## src/rtl/nbb_pkg.sv

```systemverilog
// Shared types for the NAND bank bridge.
// Assumes: nothing beyond IEEE 1800-2017.
package nbb_pkg;

    // Kind of flash bus cycle chosen from the window offset.
    typedef enum logic [1:0] {
        CYC_DATA = 2'd0,
        CYC_CMD  = 2'd1,
        CYC_ADDR = 2'd2
    } cyc_kind_e;

    // Result of decoding one bus address.
    typedef struct packed {
        logic      is_reg;   // register space hit
        logic      reg_ok;   // bits between offset and window top are zero
        cyc_kind_e kind;     // latch selection for window writes
    } dec_t;

    localparam logic [7:0] CTRL_OFF = 8'h50;
    localparam logic [7:0] STAT_OFF = 8'h54;

endpackage

```

## src/rtl/nbb_decode.sv

```systemverilog
// Address decoder: splits the CPU address into register space or a bank
// window, picks the bank and selects the latch kind from the offset bits.
// Assumes: the address-latch bit wins if both latch bits are set.
module nbb_decode
    import nbb_pkg::*;
#(
    parameter int WIN_W  = 17,
    parameter int BANK_W = 2,
    localparam int ADDR_W  = WIN_W + BANK_W + 1,
    localparam int ALE_BIT = WIN_W - 1,
    localparam int CLE_BIT = WIN_W - 2
) (
    input  logic [ADDR_W-1:0] addr,
    output dec_t              dec,
    output logic [BANK_W-1:0] bank,
    output logic [7:0]        reg_off
);

    // Pure combinational split of the address fields.
    always_comb begin
        dec.is_reg = addr[ADDR_W-1];
        dec.reg_ok = (addr[WIN_W-1:8] == '0);
        if (addr[ALE_BIT])      dec.kind = CYC_ADDR;
        else if (addr[CLE_BIT]) dec.kind = CYC_CMD;
        else                    dec.kind = CYC_DATA;
        bank    = addr[WIN_W+BANK_W-1:WIN_W];
        reg_off = addr[7:0];
    end

endmodule

```

## src/rtl/nbb_sync.sv

```systemverilog
// Multi-stage synchroniser for the flash ready/busy line.
// Assumes: input is asynchronous and slow compared with clk; resets to ready.
module nbb_sync #(
    parameter int STAGES = 2
) (
    input  logic clk,
    input  logic rst_n,
    input  logic din,
    output logic dout
);

    logic [STAGES-1:0] chain;

    // Shift the input through STAGES flops.
    always_ff @(posedge clk) begin
        if (!rst_n) chain <= '1;
        else        chain <= {chain[STAGES-2:0], din};
    end

    assign dout = chain[STAGES-1];

endmodule

```

## src/rtl/nbb_regs.sv

```systemverilog
// Bank control and status registers. Holds per-bank enable/assert bits,
// derives the chip enables and serves register reads.
// Assumes: writes arrive as one-cycle strobes, already qualified.
module nbb_regs
    import nbb_pkg::*;
#(
    parameter int BANKS  = 4,
    parameter int DATA_W = 32,
    localparam int CTRL_W = 2 * BANKS
) (
    input  logic              clk,
    input  logic              rst_n,
    input  logic              wr_en,
    input  logic              hit_ok,
    input  logic [7:0]        off,
    input  logic [DATA_W-1:0] wdata,
    input  logic              rb_sync,
    output logic [DATA_W-1:0] rd_val,
    output logic [BANKS-1:0]  en_vec,
    output logic [BANKS-1:0]  ce_n
);

    logic [CTRL_W-1:0] ctrl_q;
    logic              unused_wdata;

    assign unused_wdata = ^wdata[DATA_W-1:CTRL_W];

    // Control word: updated only by a write to its own offset.
    always_ff @(posedge clk) begin
        if (!rst_n)                                  ctrl_q <= '0;
        else if (wr_en && hit_ok && off == CTRL_OFF) ctrl_q <= wdata[CTRL_W-1:0];
    end

    // Per-bank enable and chip-enable decode.
    for (genvar g = 0; g < BANKS; g++) begin : g_bank
        assign en_vec[g] = ctrl_q[2*g];
        assign ce_n[g]   = ~(ctrl_q[2*g] & ctrl_q[2*g+1]);
    end

    // Register read mux; unmapped offsets read zero.
    always_comb begin
        rd_val = '0;
        if (hit_ok && off == CTRL_OFF)      rd_val[CTRL_W-1:0] = ctrl_q;
        else if (hit_ok && off == STAT_OFF) rd_val[0] = rb_sync;
    end

endmodule

```

## src/rtl/nbb_strobe.sv

```systemverilog
// Strobe sequencer: runs one fixed-width WE# or RE# pulse on the flash
// bus, holding CLE/ALE and write data steady across low and high phases.
// Assumes: start is only raised while idle is high.
module nbb_strobe
    import nbb_pkg::*;
#(
    parameter int PULSE_LO = 2,
    parameter int PULSE_HI = 2,
    localparam int CNT_MAX = (PULSE_LO > PULSE_HI) ? PULSE_LO : PULSE_HI,
    localparam int CNT_W   = $clog2(CNT_MAX + 1)
) (
    input  logic      clk,
    input  logic      rst_n,
    input  logic      start,
    input  logic      wr,
    input  cyc_kind_e kind,
    input  logic [7:0] wbyte,
    input  logic [7:0] dq_in,
    output logic      idle,
    output logic      done,
    output logic [7:0] rbyte,
    output logic      we_n,
    output logic      re_n,
    output logic      cle,
    output logic      ale,
    output logic [7:0] dq_out,
    output logic      dq_oe
);

    typedef enum logic [1:0] {ST_IDLE, ST_LOW, ST_HIGH} st_e;

    st_e              st;
    logic [CNT_W-1:0] cnt;
    logic             is_rd;

    assign idle = (st == ST_IDLE);

    // Phase sequencing and registered strobe outputs.
    always_ff @(posedge clk) begin
        if (!rst_n) begin
            st     <= ST_IDLE;
            cnt    <= '0;
            is_rd  <= 1'b0;
            done   <= 1'b0;
            rbyte  <= '0;
            we_n   <= 1'b1;
            re_n   <= 1'b1;
            cle    <= 1'b0;
            ale    <= 1'b0;
            dq_out <= '0;
            dq_oe  <= 1'b0;
        end else begin
            done <= 1'b0;
            case (st)
                ST_IDLE: begin
                    if (start) begin
                        st    <= ST_LOW;
                        cnt   <= '0;
                        is_rd <= !wr;
                        rbyte <= '0;
                        if (wr) begin
                            we_n   <= 1'b0;
                            dq_oe  <= 1'b1;
                            dq_out <= wbyte;
                            cle    <= (kind == CYC_CMD);
                            ale    <= (kind == CYC_ADDR);
                        end else begin
                            re_n <= 1'b0;
                        end
                    end
                end
                ST_LOW: begin
                    if (cnt == CNT_W'(PULSE_LO - 1)) begin
                        we_n <= 1'b1;
                        re_n <= 1'b1;
                        if (is_rd) rbyte <= dq_in;
                        st  <= ST_HIGH;
                        cnt <= '0;
                    end else begin
                        cnt <= cnt + 1'b1;
                    end
                end
                ST_HIGH: begin
                    if (cnt == CNT_W'(PULSE_HI - 1)) begin
                        st    <= ST_IDLE;
                        cnt   <= '0;
                        done  <= 1'b1;
                        cle   <= 1'b0;
                        ale   <= 1'b0;
                        dq_oe <= 1'b0;
                    end else begin
                        cnt <= cnt + 1'b1;
                    end
                end
                default: st <= ST_IDLE;
            endcase
        end
    end

endmodule

```

## src/rtl/nand_bank_bridge.sv

```systemverilog
// Top of the NAND bank bridge. Accepts one CPU access at a time. It either
// serves a register in one clock or runs one strobed flash cycle on the
// selected bank window.
// Assumes: req is a one-cycle pulse; the host waits for ready before the
// next request.
module nand_bank_bridge
    import nbb_pkg::*;
#(
    parameter int BANKS    = 4,
    parameter int DATA_W   = 32,
    parameter int WIN_W    = 17,
    parameter int PULSE_LO = 2,
    parameter int PULSE_HI = 2,
    parameter int SYNC_N   = 2,
    localparam int BANK_W  = (BANKS > 1) ? $clog2(BANKS) : 1,
    localparam int ADDR_W  = WIN_W + BANK_W + 1
) (
    input  logic              clk,
    input  logic              rst_n,
    input  logic              req,
    input  logic              wr,
    input  logic [ADDR_W-1:0] addr,
    input  logic [DATA_W-1:0] wdata,
    output logic [DATA_W-1:0] rdata,
    output logic              ready,
    output logic [BANKS-1:0]  ce_n,
    output logic              cle,
    output logic              ale,
    output logic              we_n,
    output logic              re_n,
    output logic [7:0]        dq_out,
    output logic              dq_oe,
    input  logic [7:0]        dq_in,
    input  logic              rb_n
);

    dec_t              dec;
    logic [BANK_W-1:0] bank_sel;
    logic [7:0]        reg_off;
    logic [BANKS-1:0]  en_vec;
    logic [DATA_W-1:0] reg_rd;
    logic              rb_sync;
    logic              idle;
    logic              accept;
    logic              live;
    logic              sdone;
    logic [7:0]        rbyte;
    logic              quick_q;
    logic [DATA_W-1:0] rdata_q;

    nbb_decode #(.WIN_W(WIN_W), .BANK_W(BANK_W)) i_decode (
        .addr    (addr),
        .dec     (dec),
        .bank    (bank_sel),
        .reg_off (reg_off)
    );

    nbb_sync #(.STAGES(SYNC_N)) i_sync (
        .clk   (clk),
        .rst_n (rst_n),
        .din   (rb_n),
        .dout  (rb_sync)
    );

    nbb_regs #(.BANKS(BANKS), .DATA_W(DATA_W)) i_regs (
        .clk     (clk),
        .rst_n   (rst_n),
        .wr_en   (accept && dec.is_reg && wr),
        .hit_ok  (dec.reg_ok),
        .off     (reg_off),
        .wdata   (wdata),
        .rb_sync (rb_sync),
        .rd_val  (reg_rd),
        .en_vec  (en_vec),
        .ce_n    (ce_n)
    );

    // Accept when no strobe runs; a live target is an enabled bank window.
    assign accept = req && idle;
    assign live   = !dec.is_reg && en_vec[bank_sel];

    nbb_strobe #(.PULSE_LO(PULSE_LO), .PULSE_HI(PULSE_HI)) i_strobe (
        .clk    (clk),
        .rst_n  (rst_n),
        .start  (accept && live),
        .wr     (wr),
        .kind   (dec.kind),
        .wbyte  (wdata[7:0]),
        .dq_in  (dq_in),
        .idle   (idle),
        .done   (sdone),
        .rbyte  (rbyte),
        .we_n   (we_n),
        .re_n   (re_n),
        .cle    (cle),
        .ale    (ale),
        .dq_out (dq_out),
        .dq_oe  (dq_oe)
    );

    // One-clock completion for register and disabled-bank accesses.
    always_ff @(posedge clk) begin
        if (!rst_n) begin
            quick_q <= 1'b0;
            rdata_q <= '0;
        end else begin
            quick_q <= accept && !live;
            if (accept && !live) rdata_q <= dec.is_reg ? reg_rd : '0;
        end
    end

    assign ready = quick_q | sdone;
    assign rdata = sdone ? {{(DATA_W-8){1'b0}}, rbyte} : rdata_q;

endmodule

```

## config.mk

```make
export PLATFORM = sky130hd
export DESIGN_NAME = nand_bank_bridge
export DESIGN_NICKNAME = d
export VERILOG_FILES = /design/src/rtl/nbb_pkg.sv /design/src/rtl/nbb_decode.sv /design/src/rtl/nbb_sync.sv /design/src/rtl/nbb_regs.sv /design/src/rtl/nbb_strobe.sv /design/src/rtl/nand_bank_bridge.sv
export SDC_FILE = /design/constraint.sdc
export NUM_CORES = 1
export LEC_CHECK = 0
export BUFFER_PORTS_ARGS = -buffer_cell sky130_fd_sc_hd__buf_2
export CAP_MARGIN = 15
export CORE_UTILIZATION = 42
export DETAILED_ROUTE_END_ITERATION = 8
export PLACE_DENSITY = 0.77
export SLEW_MARGIN = 30
export SYNTH_ARGS = -nofsm -noshare
export SYNTH_HDL_FRONTEND = slang
export SYNTH_HIERARCHICAL = 1
export SYNTH_SLANG_ARGS = --single-unit
```

## constraint.sdc

```tcl
create_clock -name clk -period 3.3 [get_ports clk]
set_clock_uncertainty 0.15 [all_clocks]
set_input_delay 0 -clock clk [delete_from_list [all_inputs] [get_ports clk]]
set_output_delay 0 -clock clk [all_outputs]
set_load 0.01 [all_outputs]
```

==> results.json, run 1 <==
{
  "crit_start": "i_strobe/st[0]",
  "viasPerCell": 5.23,
  "synth-seq-cells": 70,
  "cp.arrival_ps": 3110,
  "async_reset_ff_frac": 0,
  "cts_num_sinks": 70,
  "synth_edf_count": 0,
  "maxCapViolCount": 0,
  "postLayoutCellArea_mm2": 0.00444,
  "synthCells": 430,
  "reg2reg_from": "i_strobe/st[0]",
  "synth_top_cell_by_area": "dfxtp_1",
  "regArea_mm2": 0.00140,
  "drv_slew": 0,
  "place_area_mm2": 0.00392,
  "gp_congestion": 0.794,
  "muxShareOfSynthArea": 0.0722,
  "grt.overflow.total": 0,
  "clock_path_buffers": 2,
  "antennaDiodeCount": 0,
  "synth-warning-count": 6,
  "fp-row-count": 33,
  "ios": 115,
  "ys.flop_type": "dfxtp_1",
  "cts_buffers": 9,
  "ir_drop_v": 0.000214,
  "synthAdderAreaFrac": 0.0169,
  "worst_pin_slew_ps": 600,
  "die_x_um": 95.8,
  "hold_path.class": "in -> reg",
  "dieArea_mm2": 0.00917,
  "cp-end-kind": "register",
  "multi_input_area_mm2": 0.00188,
  "grt_pass1_vias": 3001,
  "antenna_left": 0,
  "synthTopCellsByArea": "dfxtp_1 (38%), buf_4 (9.4%), nand2_1 (8.5%), a311oi_1 (7.6%), nor2b_1 (5.3%)",
  "synth_xor_area_frac": 0,
  "path_max_fanout": 9,
  "rsz0062_at_grt": "false",
  "nFillCells": 769,
  "die_h_um": 95.8,
  "status": "finished clean",
  "layout.nets": 585,
  "avgRoutedWirePerCell_um": 14.0,
  "yosysMostFrequentCell": "nand2_1",
  "setup_viol": 0,
  "clk_pin_slew_worst_paths_ps": 80,
  "synth_compound_area_frac": 0.184,
  "crit_type": "reg -> reg",
  "grt_max_degree": 65,
  "postCtsSetupBuffers": 0,
  "antenna_found_initial": 0,
  "layout_min_cycle_time_ps": 2970,
  "port-buffer-count": 90,
  "coreArea_mm2": 0.00838,
  "synthSimpleGateAreaFrac": 0.211,
  "drive_gt1_frac": 0.254,
  "insertion_delay_ps": 350,
  "fmax_mhz": 337,
  "wl_mm": 8.76,
  "syn_to_final_growth_pct": 20.2,
  "crit_required_ps": 3440,
  "syn_avg_cell_area_um2": 8.59,
  "synth_common_cells": "nand2_1 (84), dfxtp_1 (70), buf_4 (46), a21oi_1 (35), a311oi_1 (32)",
  "fin_setup_tns_ps": 0,
  "cp-start-kind": "register",
  "synth.distinct_cells": 41,
  "finalWorstSetupSlack_ps": 329,
  "final-hold-violation-count": 0,
  "hpwl_mm": 5.60,
  "initial_utilization": 0.441,
  "clock_tree.root_cell": "clkbuf_8",
  "ys_seq_area_frac": 0.380,
  "min_from": "addr[1]",
  "cts_tree": "built",
  "drt-initial-drc-count": 218,
  "num_vias": 3267,
  "p_per_area_mw_per_mm2": 407,
  "synth_top_family_by_area": "simple AND/OR/NAND/NOR gates",
  "static-leakage-power_nw": 1.94,
  "grt_pass1_wl_mm": 14.2,
  "yosysTopAreaCellShare": 0.380,
  "pre_cts_slack_ps": 615,
  "synth_area_mm2": 0.00369,
  "slew_headroom": 0.599,
  "h-tree-depth": 3,
  "grt.total_usage": 0.204,
  "drc": 0,
  "fin_total_pwr_mw": 1.81,
  "fin_crit_sh": 0.900,
  "dr.pass1.iters": 4
}
final cells by class:
type / count / area share
well taps: 105 / 0.0296
repair buffers: 123 / 0.173
clock buffers: 11 / 0.0341
flip-flops and latches: 70 / 0.316
clock inverters: 5 / 0.0183
multi-input cells: 304 / 0.423
inverters: 7 / 0.00592
layout by cell type (no fill, tap or decap), drive strengths merged, types with 2 or more instances in the layout:
master	n
o21ai	10
buf	95
clkbuf	11
and3	4
nand2	84
dlygate4sd3	28
bufinv	2
inv	7
nand4	8
ha	5
and2	9
nor2b	31
clkinv	2
a21boi	9
nor2	2
a22oi	2
a311oi	32
a221oi	3
nor3	2
nand2b	3
a21oi	35
conb	24
or4	2
or2	3
dfxtp	70
mux2i	15
mux2	10
sequential cells by signal, summed over array words and instances, names as in the netlist:
register         flops
rdata_q             32
i_strobe/cnt         2
i_strobe/dq_out      8
i_strobe/is_rd       1
i_strobe/done        1
i_strobe/ale         1
i_sync/chain         2
i_strobe/st          2
i_strobe/re_n        1
i_regs/ctrl_q        8
i_strobe/rbyte       8
i_strobe/dq_oe       1
i_strobe/cle         1
quick_q              1
i_strobe/we_n        1
through the flow:
step	cells	util	hold WS, ps
after floorplan	453	-	-77.0
after global placement	581	0.468	39.6
final	625	0.530	44.8
after detailed placement	581	0.468	43.8
after CTS	625	0.529	19.8
after global routing	625	0.530	34.7
kinds of logic (layout without fill, tap and decap cells):
logic type | after synthesis | after routing
flip-flops | 70 | 70
multiplexers | 25 | 25
buffers and inverters | 79 | 146
AO/OA/AOI/OAI | 95 | 95
adder cells (fa/ha/maj) | 5 | 5
other | 1 | 24
AND/OR/NAND/NOR | 155 | 155
power by group:
part / switching [mW] / internal, mW / total (mW)
registers: 0.00421 / 0.854 / 0.858
logic: 0.0783 / 0.0677 / 0.146
clock network: 0.335 / 0.467 / 0.801
total: 0.417 / 1.39 / 1.81
layer usage:
metal / part of all wire / vias up / GRT usage
li1: - / 1605 / -
met1: 0.44 / 1517 / 0.250
met2: 0.46 / 127 / 0.329
met3: 0.063 / 18 / 0.0553
met4: 0.028 / 0 / 0.0983
met5: 0 / - / 0
worst paths after layout:
path / to / slack [ps] / cells past startpoint
setup / recovery: i_strobe/cle / 330 / 9
hold / removal: i_regs/ctrl_q[1] / 40 / 4
setup reg to reg: i_strobe/cle / 330 / 9
hold reg to reg: i_sync/chain[1] / 270 / 1
worst max-delay path, cell delays in order (launching register included):
cell	delay, ps
dfxtp_1	350
inv_1	120
ha_1	370
and2_1	210
nor2b_2	300
nand2_1	100
o2bb2ai_1	150
or2_2	320
o32ai_1	250
dlygate4sd3_1	600
what timing repair did:
item,CTS,global route
hold buffers,28,0
gates resized for setup,0,1
hold endpoints to repair,30,0
endpoints found under the setup margin,0,1
Power figures use the tool's default switching activity.
==> inputs of run 2 (changes only) <==
--- a/config.mk
+++ b/config.mk
@@ -12,3 +12,3 @@
 export PLACE_DENSITY = 0.77
-export SLEW_MARGIN = 30
+export SLEW_MARGIN = 40
 export SYNTH_ARGS = -nofsm -noshare
--- a/constraint.sdc
+++ b/constraint.sdc
@@ -4,2 +4,2 @@
 set_output_delay 0 -clock clk [all_outputs]
-set_load 0.01 [all_outputs]
+set_load 0.05 [all_outputs]
==> run 2 against run 1 <==
  * Register-to-register slack about the same
  * Count of clock-buffer cells in the layout is 3 higher
  * Combinational power up 18%
  * Sequential power barely moved
  * Die area is the same
  * Sequential cell count unchanged
  * Largest cell class unchanged
  * Setup slack about the same
  * Non-clock buffer count increased by 1
==> results.json, run 2 (synthesis results as in run 1) <==
{
  "reg2reg_to": "i_strobe/cle",
  "met2WireLength_mm": 4.05,
  "timing.hold.ws_ps": 15.7,
  "fmax_mhz": 337,
  "min_from": "addr[7]",
  "fin_crit_sh": 0.900,
  "antenna_left": 0,
  "syn_to_final_growth_pct": 19.0,
  "cp_top_family": "simple AND/OR/NAND/NOR gates",
  "fin_setup_tns_ps": 0,
  "antenna_found_initial": 0,
  "hpwl_mm": 5.54,
  "routed-wl-met3_um": 521,
  "critPathSlowestCell": "dlygate4sd3_1",
  "hold_path.class": "in -> reg",
  "ff2ff_path_depth": 9,
  "dp_cells": 581,
  "clock_tree.root_cell": "clkbuf_8",
  "hold_depth": 5,
  "cts_buffers": 9,
  "crit_type": "reg -> reg",
  "clk_pin_slew_worst_paths_ps": 70,
  "cp.depth": 9,
  "final_cell_mix": "buf_2 (90), nand2_1 (84), dfxtp_1 (70)",
  "status": "finished clean",
  "drv_slew": 0,
  "met1_length_mm": 3.76,
  "wl_mm": 8.49,
  "slew_headroom": 0.606,
  "ios": 115,
  "hold_end": "rdata_q[0]",
  "layout.nets": 586,
  "clock_path_buffers": 2,
  "drive_gt1_frac": 0.248,
  "grt_max_degree": 65,
  "fp-row-count": 33,
  "rsz0062_at_grt": "false",
  "slowest_delay_ps": 600,
  "num_vias": 3233,
  "insertion_delay_ps": 330,
  "port-buffer-count": 90,
  "grt_pass1_vias": 2906,
  "final_common_cell": "buf_2",
  "maxCapViolCount": 0,
  "grt.total_usage": 0.195,
  "top_layer": "met4",
  "h-tree-depth": 3,
  "p_per_area_mw_per_mm2": 378,
  "cp-start-kind": "register",
  "grt_pass1_wl_mm": 13.8,
  "drt-initial-drc-count": 205,
  "dieArea_mm2": 0.00917,
  "setup_viol": 0,
  "static-leakage-power_nw": 1.92,
  "crit_chain": "inv_1 > ha_1 > and2_1 > nor2b_2 > nand2_1 > o2bb2ai_1 > or2_2 > o32ai_1 > dlygate4sd3_1",
  "final-hold-violation-count": 0,
  "antennaDiodeCount": 0,
  "layoutNonFillerInstCount": 626,
  "r2r_slack_ps": 330,
  "grt.overflow.total": 0,
  "layout_min_cycle_time_ps": 2970,
  "die_x_um": 95.8,
  "coreArea_mm2": 0.00838,
  "largest_reg_flops": 32,
  "reg2reg_from": "i_strobe/st[0]",
  "cp.arrival_ps": 3090,
  "cp-end-kind": "register",
  "path_max_fanout": 9,
  "ir_drop_v": 0.000204,
  "initial_utilization": 0.441,
  "viasPerCell": 5.16,
  "critPathBufInv": 2,
  "die_h_um": 95.8,
  "dr.pass1.iters": 4,
  "top_register": "rdata_q",
  "cts_tree": "built",
  "cts_num_sinks": 70,
  "drc": 0,
  "crit_required_ps": 3420,
  "gp_congestion": 0.794,
  "avgRoutedWirePerCell_um": 13.6,
  "worst_pin_slew_ps": 590
}
-- run 2: cell types whose count changed in the layout (fill, tap and decap cells not counted) --
cell,before,now
clkbuf_1,0,3
bufinv_16,2,0
dlygate4sd3_1,28,29
clkinv_2,1,0
-- run 2: cell type report --
cell class,instances,area (µm²)
Tap cell,105,131
Timing Repair Buffer,124,778
Multi-Input combinational cell,304,1880
Clock buffer,14,163
Sequential cell,70,1400
Fill cell,749,3990
Inverter,7,26.3
Clock inverter,2,16.3
-- run 2: metrics by stage --
step                      worst slack (ps)   util  power (mW)  instance area (µm²)
after CTS                              201  0.523        1.68                 4380
final                                  329  0.524        1.66                 4400
after global routing                   168  0.524        1.73                 4400
after detailed placement               623  0.468        1.03                 3920
after global placement                 744  0.468        1.02                 3920
after floorplan                        768      -        1.01                 3780
-- run 2: worst reg2reg max path, cell delays in order (launching register included) --
cell,delay (ps)
dfxtp_1,350
inv_1,130
ha_1,370
and2_1,200
nor2b_2,300
nand2_1,100
o2bb2ai_1,150
or2_2,320
o32ai_1,260
dlygate4sd3_1,600
-- run 2: power breakdown --
part           internal, mW  switching (mW)  total (mW)
registers             0.854         0.00427       0.858
clock network         0.317           0.312       0.629
logic                0.0682           0.104       0.172
-- run 2: worst max-delay path by stage --
stage / from / endpoint / slack [ps]
final: i_strobe/st[0] / i_strobe/cle / 330
after global routing: i_strobe/st[0] / i_strobe/cle / 170
after CTS: i_strobe/st[0] / i_strobe/cle / 200
after detailed placement: i_strobe/st[0] / i_strobe/rbyte[7] / 620
after global placement: i_strobe/st[1] / i_strobe/rbyte[7] / 740
after floorplan: i_strobe/st[0] / i_strobe/rbyte[2] / 770
-- run 2: layer usage --
metal  GRT usage  vias up
met1       0.244     1477
met5           0        -
met2       0.319      130
met3      0.0545       16
met4      0.0709        0
li1            -     1610
-- run 2: what timing repair did --
| item | in CTS | in global routing |
|---|---|---|
| setup buffers | 0 | 0 |
| hold buffers | 28 | 1 |
| gates resized for setup | 0 | 1 |
| setup endpoints to repair | 0 | 1 |
| endpoints found under the hold margin | 29 | 1 |
==> inputs of run 3 (changes only) <==
--- a/config.mk
+++ b/config.mk
@@ -11,3 +11,3 @@
 export DETAILED_ROUTE_END_ITERATION = 8
-export PLACE_DENSITY = 0.77
+export PLACE_DENSITY = 0.75
 export SLEW_MARGIN = 40
@@ -15,3 +15,2 @@
 export SYNTH_HDL_FRONTEND = slang
-export SYNTH_HIERARCHICAL = 1
 export SYNTH_SLANG_ARGS = --single-unit
==> constraint.sdc (replaced) <==
create_clock -name clk -period 3.3 [get_ports clk]
set_clock_uncertainty 0.15 [all_clocks]
set_input_delay 0.825 -clock clk [delete_from_list [all_inputs] [get_ports clk]]
set_output_delay 0.825 -clock clk [all_outputs]
set_load 0.05 [all_outputs]
==> run 3 against run 2 <==
  * Utilization down 2.9 points
  * Sequential power down 35%
  * Critical path depth down 3
  * Count of clock-buffer cells in the layout down 9
  * Non-clock buffer count down 56
  * Highest routed layer unchanged
  * Combinational power down 27%
  * Via count down 27%
  * Largest cell class unchanged
  * Die area down 30%
  * Maximum frequency up 22%
==> results.json, run 3 <==
{
  "rsz0062_at_grt": "false",
  "drive_gt1_frac": 0.257,
  "layout_min_cycle_time_ps": 2430,
  "synth_top_cell_by_area": "dfxtp_1",
  "r2r_slack_ps": 870,
  "dr.pass1.iters": 4,
  "clk_pin_slew_worst_paths_ps": 90,
  "ir_drop_v": 0.000242,
  "wl_mm": 6.08,
  "ys_seq_area_frac": 0.360,
  "p_sw_frac": 0.290,
  "synth_edf_count": 0,
  "hold_end": "i_sync.chain[1]",
  "ys.flop_type": "dfxtp_1",
  "critPathBufInv": 1,
  "crit_start": "i_strobe.st[0]",
  "synthCells": 301,
  "syn_avg_cell_area_um2": 8.50,
  "reg2reg_from": "i_strobe.st[0]",
  "postCtsSetupBuffers": 0,
  "critPathSlowestCell": "a22o_1",
  "pwr-share-comb": 0.122,
  "nFillCells": 562,
  "path_max_fanout": 21,
  "drv_slew": 0,
  "fin_crit_sh": 0.737,
  "hpwl_mm": 4.51,
  "worst_pin_slew_ps": 785,
  "maxCapViolCount": 0,
  "die_h_um": 80.1,
  "grt_pass1_wl_mm": 9.77,
  "ios": 115,
  "viasPerCell": 5.44,
  "cts_resized": 0,
  "ff2ff_path_depth": 6,
  "status": "finished clean",
  "cp.arrival_ps": 2460,
  "setup_viol": 0,
  "hold_path.class": "reg -> reg",
  "cts_buffers": 5,
  "seq_power_share": 0.538,
  "postLayoutCellArea_mm2": 0.00292,
  "antenna_found_initial": 0,
  "synth.distinct_cells": 49,
  "grt_max_degree": 26,
  "crit_type": "reg -> reg",
  "synth-seq-cells": 46,
  "die_x_um": 80.1,
  "h-tree-depth": 2,
  "drc": 0,
  "final_cell_mix": "buf_2 (66), dfxtp_1 (46), nand2_1 (30), a21oi_1 (30), conb_1 (24)",
  "fin_setup_tns_ps": 0,
  "dieArea_mm2": 0.00641,
  "grt.total_usage": 0.196,
  "crit_required_ps": 3330,
  "finalWorstSetupSlack_ps": 868,
  "avgRoutedWirePerCell_um": 14.0,
  "gp_congestion": 0.838,
  "slowest_delay_ps": 500,
  "cp-end-kind": "register",
  "initial_utilization": 0.435,
  "place_area_mm2": 0.00282,
  "clock_tree.root_cell": "clkbuf_8",
  "pre_cts_slack_ps": 669,
  "slew_headroom": 0.477,
  "p_sw_uw": 300,
  "num_vias": 2356,
  "grt_pass1_vias": 2158,
  "cts_num_sinks": 46,
  "clockPowerShare": 0.340,
  "clock_path_buffers": 2,
  "holdBufCountCts": 0,
  "layout.nets": 427,
  "synthTopCellsByArea": "dfxtp_1 (36%), buf_4 (7.3%), a21oi_1 (5.9%), nand2_1 (4.4%), o21ai_0 (4.3%)",
  "p_per_area_mw_per_mm2": 355,
  "grt.overflow.total": 0,
  "crit_chain": "inv_1 > ha_1 > and4bb_1 > a22o_1 > a221oi_1 > o22ai_1",
  "final-hold-violation-count": 0,
  "cts_tree": "built",
  "hold_depth": 1,
  "p_int_uw": 735,
  "async_reset_ff_frac": 0,
  "cp_top_family": "compound AO/OA/AOI/OAI gates",
  "yosysMostFrequentCell": "dfxtp_1",
  "static-leakage-power_nw": 1.21,
  "yosysTopAreaCellShare": 0.360,
  "synth-warning-count": 0,
  "timing.hold.ws_ps": 266,
  "insertion_delay_ps": 300,
  "antennaDiodeCount": 0,
  "fin_total_pwr_mw": 1.04,
  "min_from": "i_sync.chain[0]",
  "synth_common_cells": "dfxtp_1 (46), a21oi_1 (30), nand2_1 (30), buf_4 (25), o21ai_0 (22)",
  "synth_area_mm2": 0.00256,
  "cp-start-kind": "register",
  "syn_to_final_growth_pct": 13.9,
  "fp-row-count": 28,
  "coreArea_mm2": 0.00589,
  "antenna_left": 0,
  "final_common_cell": "buf_2",
  "drt-initial-drc-count": 109,
  "reg2reg_to": "i_strobe.rbyte[1]",
  "fmax_mhz": 411,
  "port-buffer-count": 66
}
-- run 3: cell types whose count changed in the layout (fill, tap and decap cells not counted), sizes merged, moves of 7 or more --
cell / before / now
nor2b: 31 / 12
nand3: 1 / 17
mux2i: 15 / 5
clkbuf: 14 / 5
nand2: 84 / 30
dlygate4sd3: 29 / 0
o21ai: 10 / 22
nand4: 8 / 1
a21boi: 9 / 0
dfxtp: 70 / 46
o22ai: 1 / 9
buf: 95 / 68
a311oi: 32 / 1
a22o: 1 / 8
-- run 3: cell type report --
type | instances | area, µm² | area share
inverters | 7 | 26.3 | 0.00901
multi-input cells | 229 | 1440 | 0.493
clock buffers | 5 | 68.8 | 0.0236
repair buffers | 68 | 345 | 0.118
clock inverters | 3 | 23.8 | 0.00815
flip-flops and latches | 46 | 921 | 0.316
well taps | 75 | 93.8 | 0.0322
-- run 3: power by group through the flow --
stage,registers [mW],clock network [mW],logic [mW]
final,0.557,0.352,0.126
after global routing,0.557,0.387,0.134
after CTS,0.557,0.363,0.126
after detailed placement,0.570,0,0.125
after global placement,0.570,0,0.124
after floorplan,0.570,0,0.111
-- run 3: per-stage QoR --
step	utilization	instances
final	0.496	433
after detailed placement	0.480	425
after global routing	0.496	433
after floorplan	-	324
after global placement	0.480	425
after CTS	0.496	433
-- run 3: how the worst max path moves through the flow --
stage / to / slack (ps) / cells past startpoint
final: i_strobe.rbyte[1] / 870 / 6
after global routing: i_strobe.dq_oe / 660 / 6
after CTS: i_strobe.rbyte[1] / 860 / 6
after detailed placement: i_strobe.rbyte[1] / 670 / 5
after global placement: i_strobe.rbyte[1] / 720 / 5
after floorplan: rdata[0] / 720 / 2
-- run 3: cell families (layout without fill, tap and decap cells) --
logic type / count (synthesis) / after routing / synth area share
compound gates: 92 / 92 / 0.234
fa+ha+maj: 5 / 5 / 0.0244
buf+inv: 49 / 83 / 0.112
flops: 46 / 46 / 0.360
mux: 14 / 14 / 0.0621
other cells: 1 / 24 / 0.00146
simple gates: 94 / 94 / 0.206
-- run 3: routing by layer --
layer | share of wire | GRT usage
met5 | 0 | 0
met4 | 0.0053 | 0.0554
met3 | 0.069 | 0.0443
met2 | 0.49 | 0.338
met1 | 0.44 | 0.242
